### config.mk
export PLATFORM = sky130hd
export DESIGN_NAME = uart_modem_ctl
export DESIGN_NICKNAME = d
export VERILOG_FILES = /design/src/rtl/umc_pkg.sv /design/src/rtl/umc_sync.sv /design/src/rtl/umc_ctl_reg.sv /design/src/rtl/umc_status.sv /design/src/rtl/umc_route.sv /design/src/rtl/uart_modem_ctl.sv
export SDC_FILE = /design/constraint.sdc
export NUM_CORES = 1
export LEC_CHECK = 0
export BUFFER_PORTS_ARGS = -buffer_cell sky130_fd_sc_hd__clkbuf_2
export CAP_MARGIN = 20
export CORE_MARGIN = 10
export CORE_UTILIZATION = 42
export DETAILED_ROUTE_END_ITERATION = 12
export PLACE_DENSITY = 0.73
export SLEW_MARGIN = 10
export SYNTH_ARGS = -nofsm -noshare
export SYNTH_HDL_FRONTEND = slang
export SYNTH_HIERARCHICAL = 1
export SYNTH_SLANG_ARGS = --single-unit
### constraint.sdc
create_clock -name clk -period 1.3 [get_ports clk]
set_input_delay 0.325 -clock clk [delete_from_list [all_inputs] [get_ports clk]]
set_output_delay 0.325 -clock clk [all_outputs]
set_load 0.01 [all_outputs]
### src/rtl/umc_pkg.sv
package umc_pkg;
    localparam int REG_W   = 8;
    localparam int CTL_W   = 5;
    localparam int LINES_W = 4;
    localparam int DELTA_W = 4;

    // Control bit order: DTR at bit 0 up to LOOP at bit 4
    typedef struct packed {
        logic loop;
        logic out2;
        logic out1;
        logic rts;
        logic dtr;
    } ctl_t;

    // Line order matches status bits 7:4
    typedef struct packed {
        logic dcd;
        logic ri;
        logic dsr;
        logic cts;
    } lines_t;
endpackage

### src/rtl/umc_sync.sv
module umc_sync #(
    parameter int WIDTH              = 4,
    parameter int STAGES             = 2,
    parameter logic [WIDTH-1:0] INIT = '1
) (
    input  logic             clk,
    input  logic             rst_n,
    input  logic [WIDTH-1:0] din,
    output logic [WIDTH-1:0] dout
);
    localparam int LAST = STAGES - 1;

    logic [STAGES-1:0][WIDTH-1:0] chain_d, chain_q;

    always_comb begin
        chain_d[0] = din;
        for (int i = 1; i < STAGES; i++) begin
            chain_d[i] = chain_q[i-1];
        end
    end

    generate
        for (genvar g = 0; g < STAGES; g++) begin : g_stage
            always_ff @(posedge clk or negedge rst_n) begin
                if (!rst_n) chain_q[g] <= INIT;
                else        chain_q[g] <= chain_d[g];
            end
        end
    endgenerate

    assign dout = chain_q[LAST];
endmodule

### src/rtl/umc_ctl_reg.sv
module umc_ctl_reg
    import umc_pkg::*;
(
    input  logic             clk,
    input  logic             rst_n,
    input  logic             wr_en,
    input  logic [REG_W-1:0] wdata,
    output ctl_t             ctl
);
    typedef struct packed {
        ctl_t ctl;
    } state_t;

    state_t st_d, st_q;

    always_comb begin
        st_d = st_q;
        if (wr_en) begin
            // Upper reserved bits are dropped here
            st_d.ctl = ctl_t'(wdata[CTL_W-1:0]);
        end
    end

    always_ff @(posedge clk or negedge rst_n) begin
        if (!rst_n) st_q <= '0;
        else        st_q <= st_d;
    end

    assign ctl = st_q.ctl;
endmodule

### src/rtl/umc_status.sv
module umc_status
    import umc_pkg::*;
(
    input  logic             clk,
    input  logic             rst_n,
    input  ctl_t             ctl,
    input  lines_t           pin_lines,
    input  logic             clr,
    output logic [REG_W-1:0] status
);
    typedef struct packed {
        lines_t               lines;
        logic [DELTA_W-1:0]   delta;
    } state_t;

    state_t             st_d, st_q;
    lines_t             cur;
    logic [DELTA_W-1:0] ev;

    always_comb begin
        // In loopback the lines come from the control bits
        if (ctl.loop) begin
            cur.cts = ctl.rts;
            cur.dsr = ctl.dtr;
            cur.ri  = ctl.out1;
            cur.dcd = ctl.out2;
        end else begin
            cur = pin_lines;
        end

        ev[0] = cur.cts ^ st_q.lines.cts;
        ev[1] = cur.dsr ^ st_q.lines.dsr;
        ev[2] = st_q.lines.ri & ~cur.ri;
        ev[3] = cur.dcd ^ st_q.lines.dcd;

        st_d       = st_q;
        st_d.lines = cur;
        st_d.delta = (clr ? '0 : st_q.delta) | ev;
    end

    always_ff @(posedge clk or negedge rst_n) begin
        if (!rst_n) st_q <= '0;
        else        st_q <= st_d;
    end

    assign status = {st_q.lines, st_q.delta};
endmodule

### src/rtl/umc_route.sv
module umc_route
    import umc_pkg::*;
(
    input  ctl_t               ctl,
    input  logic [DELTA_W-1:0] delta,
    input  logic               tx_serial_in,
    input  logic               pin_rxd,
    input  logic               core_irq,
    output logic               pin_txd,
    output logic               rx_serial_out,
    output logic               pin_rts_n,
    output logic               pin_dtr_n,
    output logic               pin_out1_n,
    output logic               pin_out2_n,
    output logic               modem_irq,
    output logic               uart_irq
);
    always_comb begin
        if (ctl.loop) begin
            pin_txd       = 1'b1;
            rx_serial_out = tx_serial_in;
            pin_rts_n     = 1'b1;
            pin_dtr_n     = 1'b1;
            pin_out1_n    = 1'b1;
            pin_out2_n    = 1'b1;
        end else begin
            pin_txd       = tx_serial_in;
            rx_serial_out = pin_rxd;
            pin_rts_n     = ~ctl.rts;
            pin_dtr_n     = ~ctl.dtr;
            pin_out1_n    = ~ctl.out1;
            pin_out2_n    = ~ctl.out2;
        end
        modem_irq = |delta;
        uart_irq  = ctl.out2 & (core_irq | modem_irq);
    end
endmodule

### src/rtl/uart_modem_ctl.sv
module uart_modem_ctl
    import umc_pkg::*;
#(
    parameter int SYNC_STAGES = 2
) (
    input  logic             clk,
    input  logic             rst_n,
    input  logic             reg_addr,
    input  logic             reg_wr,
    input  logic             reg_rd,
    input  logic [REG_W-1:0] reg_wdata,
    output logic [REG_W-1:0] reg_rdata,
    input  logic             tx_serial_in,
    output logic             rx_serial_out,
    output logic             pin_txd,
    input  logic             pin_rxd,
    output logic             pin_rts_n,
    output logic             pin_dtr_n,
    output logic             pin_out1_n,
    output logic             pin_out2_n,
    input  logic             pin_cts_n,
    input  logic             pin_dsr_n,
    input  logic             pin_dcd_n,
    input  logic             pin_ri_n,
    input  logic             core_irq,
    output logic             modem_irq,
    output logic             uart_irq
);
    localparam int RSV_W = REG_W - CTL_W;

    ctl_t               ctl;
    lines_t             raw_n, synced_n, pin_lines;
    logic [REG_W-1:0]   status_bits;
    logic [CTL_W-1:0]   ctl_bits;
    logic               wr_ctl, rd_status;

    assign wr_ctl    = reg_wr & ~reg_addr;
    assign rd_status = reg_rd & reg_addr;

    assign raw_n.cts = pin_cts_n;
    assign raw_n.dsr = pin_dsr_n;
    assign raw_n.ri  = pin_ri_n;
    assign raw_n.dcd = pin_dcd_n;

    umc_sync #(.WIDTH(LINES_W), .STAGES(SYNC_STAGES), .INIT('1)) u_sync (
        .clk  (clk),
        .rst_n(rst_n),
        .din  (raw_n),
        .dout (synced_n)
    );

    assign pin_lines = ~synced_n;

    umc_ctl_reg u_ctl (
        .clk  (clk),
        .rst_n(rst_n),
        .wr_en(wr_ctl),
        .wdata(reg_wdata),
        .ctl  (ctl)
    );

    umc_status u_stat (
        .clk      (clk),
        .rst_n    (rst_n),
        .ctl      (ctl),
        .pin_lines(pin_lines),
        .clr      (rd_status),
        .status   (status_bits)
    );

    umc_route u_route (
        .ctl          (ctl),
        .delta        (status_bits[DELTA_W-1:0]),
        .tx_serial_in (tx_serial_in),
        .pin_rxd      (pin_rxd),
        .core_irq     (core_irq),
        .pin_txd      (pin_txd),
        .rx_serial_out(rx_serial_out),
        .pin_rts_n    (pin_rts_n),
        .pin_dtr_n    (pin_dtr_n),
        .pin_out1_n   (pin_out1_n),
        .pin_out2_n   (pin_out2_n),
        .modem_irq    (modem_irq),
        .uart_irq     (uart_irq)
    );

    assign ctl_bits  = ctl;
    assign reg_rdata = reg_addr ? status_bits : {{RSV_W{1'b0}}, ctl_bits};
endmodule

## Word level (Yosys, flattened, before mapping)

Index checks and enable logic that the tools add are counted.

- Add/subtract/negate cells: 0
- $mul: 0
- Div/mod/pow operators: 0
- $lt $le $gt $ge: 0
- Eq/ne operators: 0
- Shift operators: 0
- Multiplexer cells: 9
- Bitwise logic cells: 16
- Reduce and logical (&&, ||, !) cells: 1

Operators by type and width:

| operator | number |
|---|---|
| 2-to-1 mux 4 bit | 2 |
| 2-to-1 mux 8 bit | 1 |
| 2-to-1 mux 1 bit | 6 |
| NOT 1 bit | 6 |
| bitwise AND 1 bit | 4 |
| NOT 4 bit | 1 |
| bitwise OR 4 bit | 1 |
| OR reduction 4 bit | 1 |
| bitwise XOR 1 bit | 3 |
| bitwise OR 1 bit | 1 |

- Bits in registers: 21
- Latch bits: 0
- Bits in writable memories: 0
- Memory bits (read-only): 0
- Bits of input ports: 20
- Output and inout bits: 16
- Word-level logic and storage cells: 38
- Memories kept: 0

## Longest topological paths before layout

- Depth after elaboration: 5
- Mapped depth: 5
- Mapped depth without buffers: 4

## By module

Netlist, hierarchy kept.

By module, submodules not included:

| module | times used | cells an instance | area each (um^2) | seq. area each (um^2) |
|---|---|---|---|---|
| umc_status | 1 | 27 | 356.6 | 200.2 |
| umc_sync | 1 | 8 | 210.2 | 210.2 |
| umc_ctl_reg | 1 | 10 | 181.4 | 125.1 |
| uart_modem_ctl | 1 | 15 | 140.1 | 0.0 |
| umc_route | 1 | 8 | 61.3 | 0.0 |

## Least setup slack after synthesis

No wires, ideal clock.

- Path type: register -> output
- Start: register u_stat.st_q (netlist bit u_stat/status[1])
- End: output port uart_irq
- Arrival time: 1132 ps
- Required time: 975 ps
- Setup slack: -157 ps
- Cell stages (with the launch flop): 3
- Buffers on the path: 0
- Path through: dfrtp_1 > or4_4 > o21a_1

- Word-level cells in the longest chain between the ends: 3

RTL lines:

| what | RTL line | text |
|---|---|---|
| start, declared | umc_status.sv:16 | `state_t st_d, st_q;` |
| start signal, assigned | umc_status.sv:43 | `else st_q <= st_d;` |
| OR reduction 4 bit | umc_route.sv:34 | `modem_irq = \|delta;` |
| net modem_irq | uart_modem_ctl.sv:26 | `output logic modem_irq,` |
| bitwise OR 1 bit | umc_route.sv:35 | `uart_irq = ctl.out2 & (core_irq \| modem_irq);` |
| bitwise AND 1 bit | umc_route.sv:35 |  |
| end, declared | uart_modem_ctl.sv:27 | `output logic uart_irq` |

The timed path passes the listed nets, and every way through them passes these cells.

## Worst setup path after layout

- Start: register u_stat.st_q (netlist bit u_stat/status[1])
- End: output port uart_irq

- Word-level cells in the longest chain between the ends: 3

RTL lines:

| what | RTL line |
|---|---|
| OR reduction 4 bit | umc_route.sv:34 |
| bitwise OR 1 bit | umc_route.sv:35 |
| bitwise AND 1 bit | umc_route.sv:35 |

Every way passes these cells.

==> impl_results.md <==
- Status: finished with violations
- Failing checks: negative setup slack
- Reg clk slew, reported paths: 0.11 ns
- Post-Synth XOR/XNOR Area: 0%
- CTS tree: yes
- P_leak: 0.705 nW
- Iter 0 DRT Violations: 11
- Number of synthesized register bits: 21
- Internal Pwr Total: 1.33 mW
- Peak supply drop: 724 uV
- Layout Skew: 0.000902 ns
- Synth Area in Compound Gates: 3.03%
- Dpl cells: 134
- Switching share of power: 27.9%
- Routed len/inst: 14.6 um
- H-Tree Depth: 1
- Post-synthesis mux area share: 20.9%
- Die X: 67.6 um
- Area added between synthesis and finish: 52.3%
- Largest net degree at the start of global routing: 22
- Row cnt: 17
- Synth Area in Adders: 0%
- Die Y: 67.6 um
- Register area: 538 um2
- Die area: 4560 um2
- Final nets: 140
- RSZ-0062 raised after global routing: true
- Worst reg2reg startpoint: u_ctl/ctl[4]
- Initial Utilization: 43.3%
- Main combinational cell family by area after synthesis: multiplexers
- Crit path max fanout: 2
- Switch Pwr: 513 uW
- Number of port buffers: 32
- Gp weighted congestion: 0.753
- Via/cell ratio: 4.65
- Final Max Slew Viols: 0
- Ports: 36
- P per Cell Area: 1270 nW/um2
- Total gr overflow: 0
- Crit path kind: reg2out
- Max_cap viols: 0
- Worst reg-to-reg path cell count: 5
- Drt drc: 0
- Share of cells above drive strength 1: 75.6%
- Net Count, Synth: 88
- Hold Vio Cnt, Final: 0
- Hpwl dp: 1.53 mm
- Max Root-Sink Buffers: 2
- Clk_lat worst skew: 0.31 ns
- Post-route ant nets: 0
- Post-synth cell types: 17
- Critical Path RT: 0.98 ns
- Hold slack: 0.0821 ns
- Gr usage total: 10.5%
- Post-Route Utilization: 66.0%
- Tmin final: 1.87 ns
- Clock power frac: 17.1%
- Most frequent cells in the layout: buf_6 (20), clkbuf_2 (18), dfrtp_1 (11), mux2_4 (9), dfstp_2 (8)
- # setup viols final: 17
- CP startpoint: u_stat/status[1]
- Reg power frac: 45.1%
- Mapped Area: 950 um2
- Clock buffer count from CTS: 3
- Number of global-route vias before repair: 740
- Worst Hold Class: in2reg
- Reg-to-reg endpoint: u_stat/status[1]
- Slew Limit Headroom: 66.5%
- Root Driver: clkbuf_4
- Synth Area in Simple Gates: 16.1%
- Synth Warn #: 6
- FF-to-FF setup slack: -0.07 ns
- Final total power: 1.84 mW
- Final WL: 2.15 mm
- HP Start: pin_dcd_n
- Worst Tran Pin Value: 0.503 ns
- Sequential area share after synthesis: 56.4%
- Final std cells w/o fill: 147
- Worst setup path end: uart_irq
- Crit start category: register
- Mapped Cells: 68
- Layout fillers: 166
- Total core area: 2190 um2
- Vias: 684
- Worst Slack Setup Final: -0.569 ns
- Mean Syn Cell Area: 14.0 um2
- N_diodes: 0
- Most common cell after layout, fill and taps aside: buf_6
- Global-route wire length before repair: 3.45 mm
- Area occupied by multi-input gates: 427 um2
- Number of iterations in the first detailed-routing pass: 3
- Worst Path Arrival: 1.54 ns
- Initial antenna violation count: 0
- F_max: 535 MHz
- CTS Sinks: 21
- Place WS: -0.215 ns
- Comb pwr share: 37.7%
- Period utilization: 144%
- Endpoint type of the worst setup path: output port
kinds of logic after synthesis:
logic type | after synthesis
buffers and inverters | 7
AOI/OAI and AO/OA | 5
DFF | 21
and+or+nand+nor | 20
muxes | 15
how the worst min path moves through the flow:
stage                        end  slack (ns)  cells past startpoint
3_3_place_gp        u_ctl/ctl[1]        0.31                      1
2_1_floorplan       u_ctl/ctl[0]        0.03                      0
5_1_grt        u_sync/chain_d[6]        0.06                      1
3_5_place_dp        u_ctl/ctl[1]        0.31                      1
6_report       u_sync/chain_d[7]        0.08                      1
4_1_cts        u_sync/chain_d[7]        0.08                      1
per-layer routing:
metal  global-route usage (%)  routed length (um)  up-vias
met3                     3.64                 162        5
li1                         -                   -      329
met1                     10.7                 890      326
met4                     8.72                  65        0
met2                     16.9                1030       24
met5                        0                   0        -
registers in the layout, summed over array words and instances (netlist names):
| name | cells |
|---|---|
| u_ctl/ctl | 5 |
| u_stat/status | 8 |
| u_sync/chain_d | 4 |
| u_sync/dout | 4 |
what timing repair did:
item	CTS	global route
hold endpoints to repair	13	0
resized for setup	18	32
pin swaps	2	2
setup endpoints to repair	17	19
buffers inserted	7	3
hold buffers	1	0
power by group through the flow:
stage / sequential [mW] / clock [mW] / combinational [mW]
floorplan: 0.816 / 0 / 0.269
global placement: 0.820 / 0 / 0.461
detailed placement: 0.825 / 0 / 0.470
CTS: 0.827 / 0.323 / 0.594
global route: 0.841 / 0.362 / 0.748
finish: 0.830 / 0.316 / 0.695
per-stage QoR:
stage	setup TNS (ns)	area [um2]
after floorplan	-0.157	950
after global placement	-0.719	1190
after detailed placement	-0.921	1190
after CTS	-3.78	1350
after global routing	-4.63	1450
final	-3.65	1450
worst max-delay path, stage by stage (launching register included):
cell	delay [ns]
dfrtp_1	0.40
or4_4	0.53
o21a_1	0.18
clkbuf_2	0.12
cells in the mapped netlist:
| library cell | instances | share of area (%) |
|---|---|---|
| and2b_1 | 3 | 2.4 |
| nor3_2 | 3 | 3.2 |
| o21a_1 | 1 | 0.79 |
| dfstp_2 | 8 | 22 |
| buf_6 | 1 | 1.2 |
| inv_1 | 6 | 2.4 |
| a21oi_1 | 3 | 1.6 |
| mux2_2 | 7 | 8.3 |
| nor2b_1 | 3 | 2.0 |
| nand2b_1 | 4 | 2.6 |
| or2_2 | 1 | 0.66 |
| o22ai_1 | 1 | 0.66 |
| and2_2 | 4 | 3.2 |
| dfrtp_1 | 13 | 34 |
| and2b_2 | 1 | 0.92 |
| or4_4 | 1 | 1.2 |
| mux2_4 | 8 | 13 |
cell type report:
class	instances	area share, %
clock buffer	4	1.82
inverter	6	1.56
multi-input combinational	40	29.5
sequential	21	37.2
tap	28	2.42
timing repair buffer	48	27.5
Power figures use the tool's default switching activity.
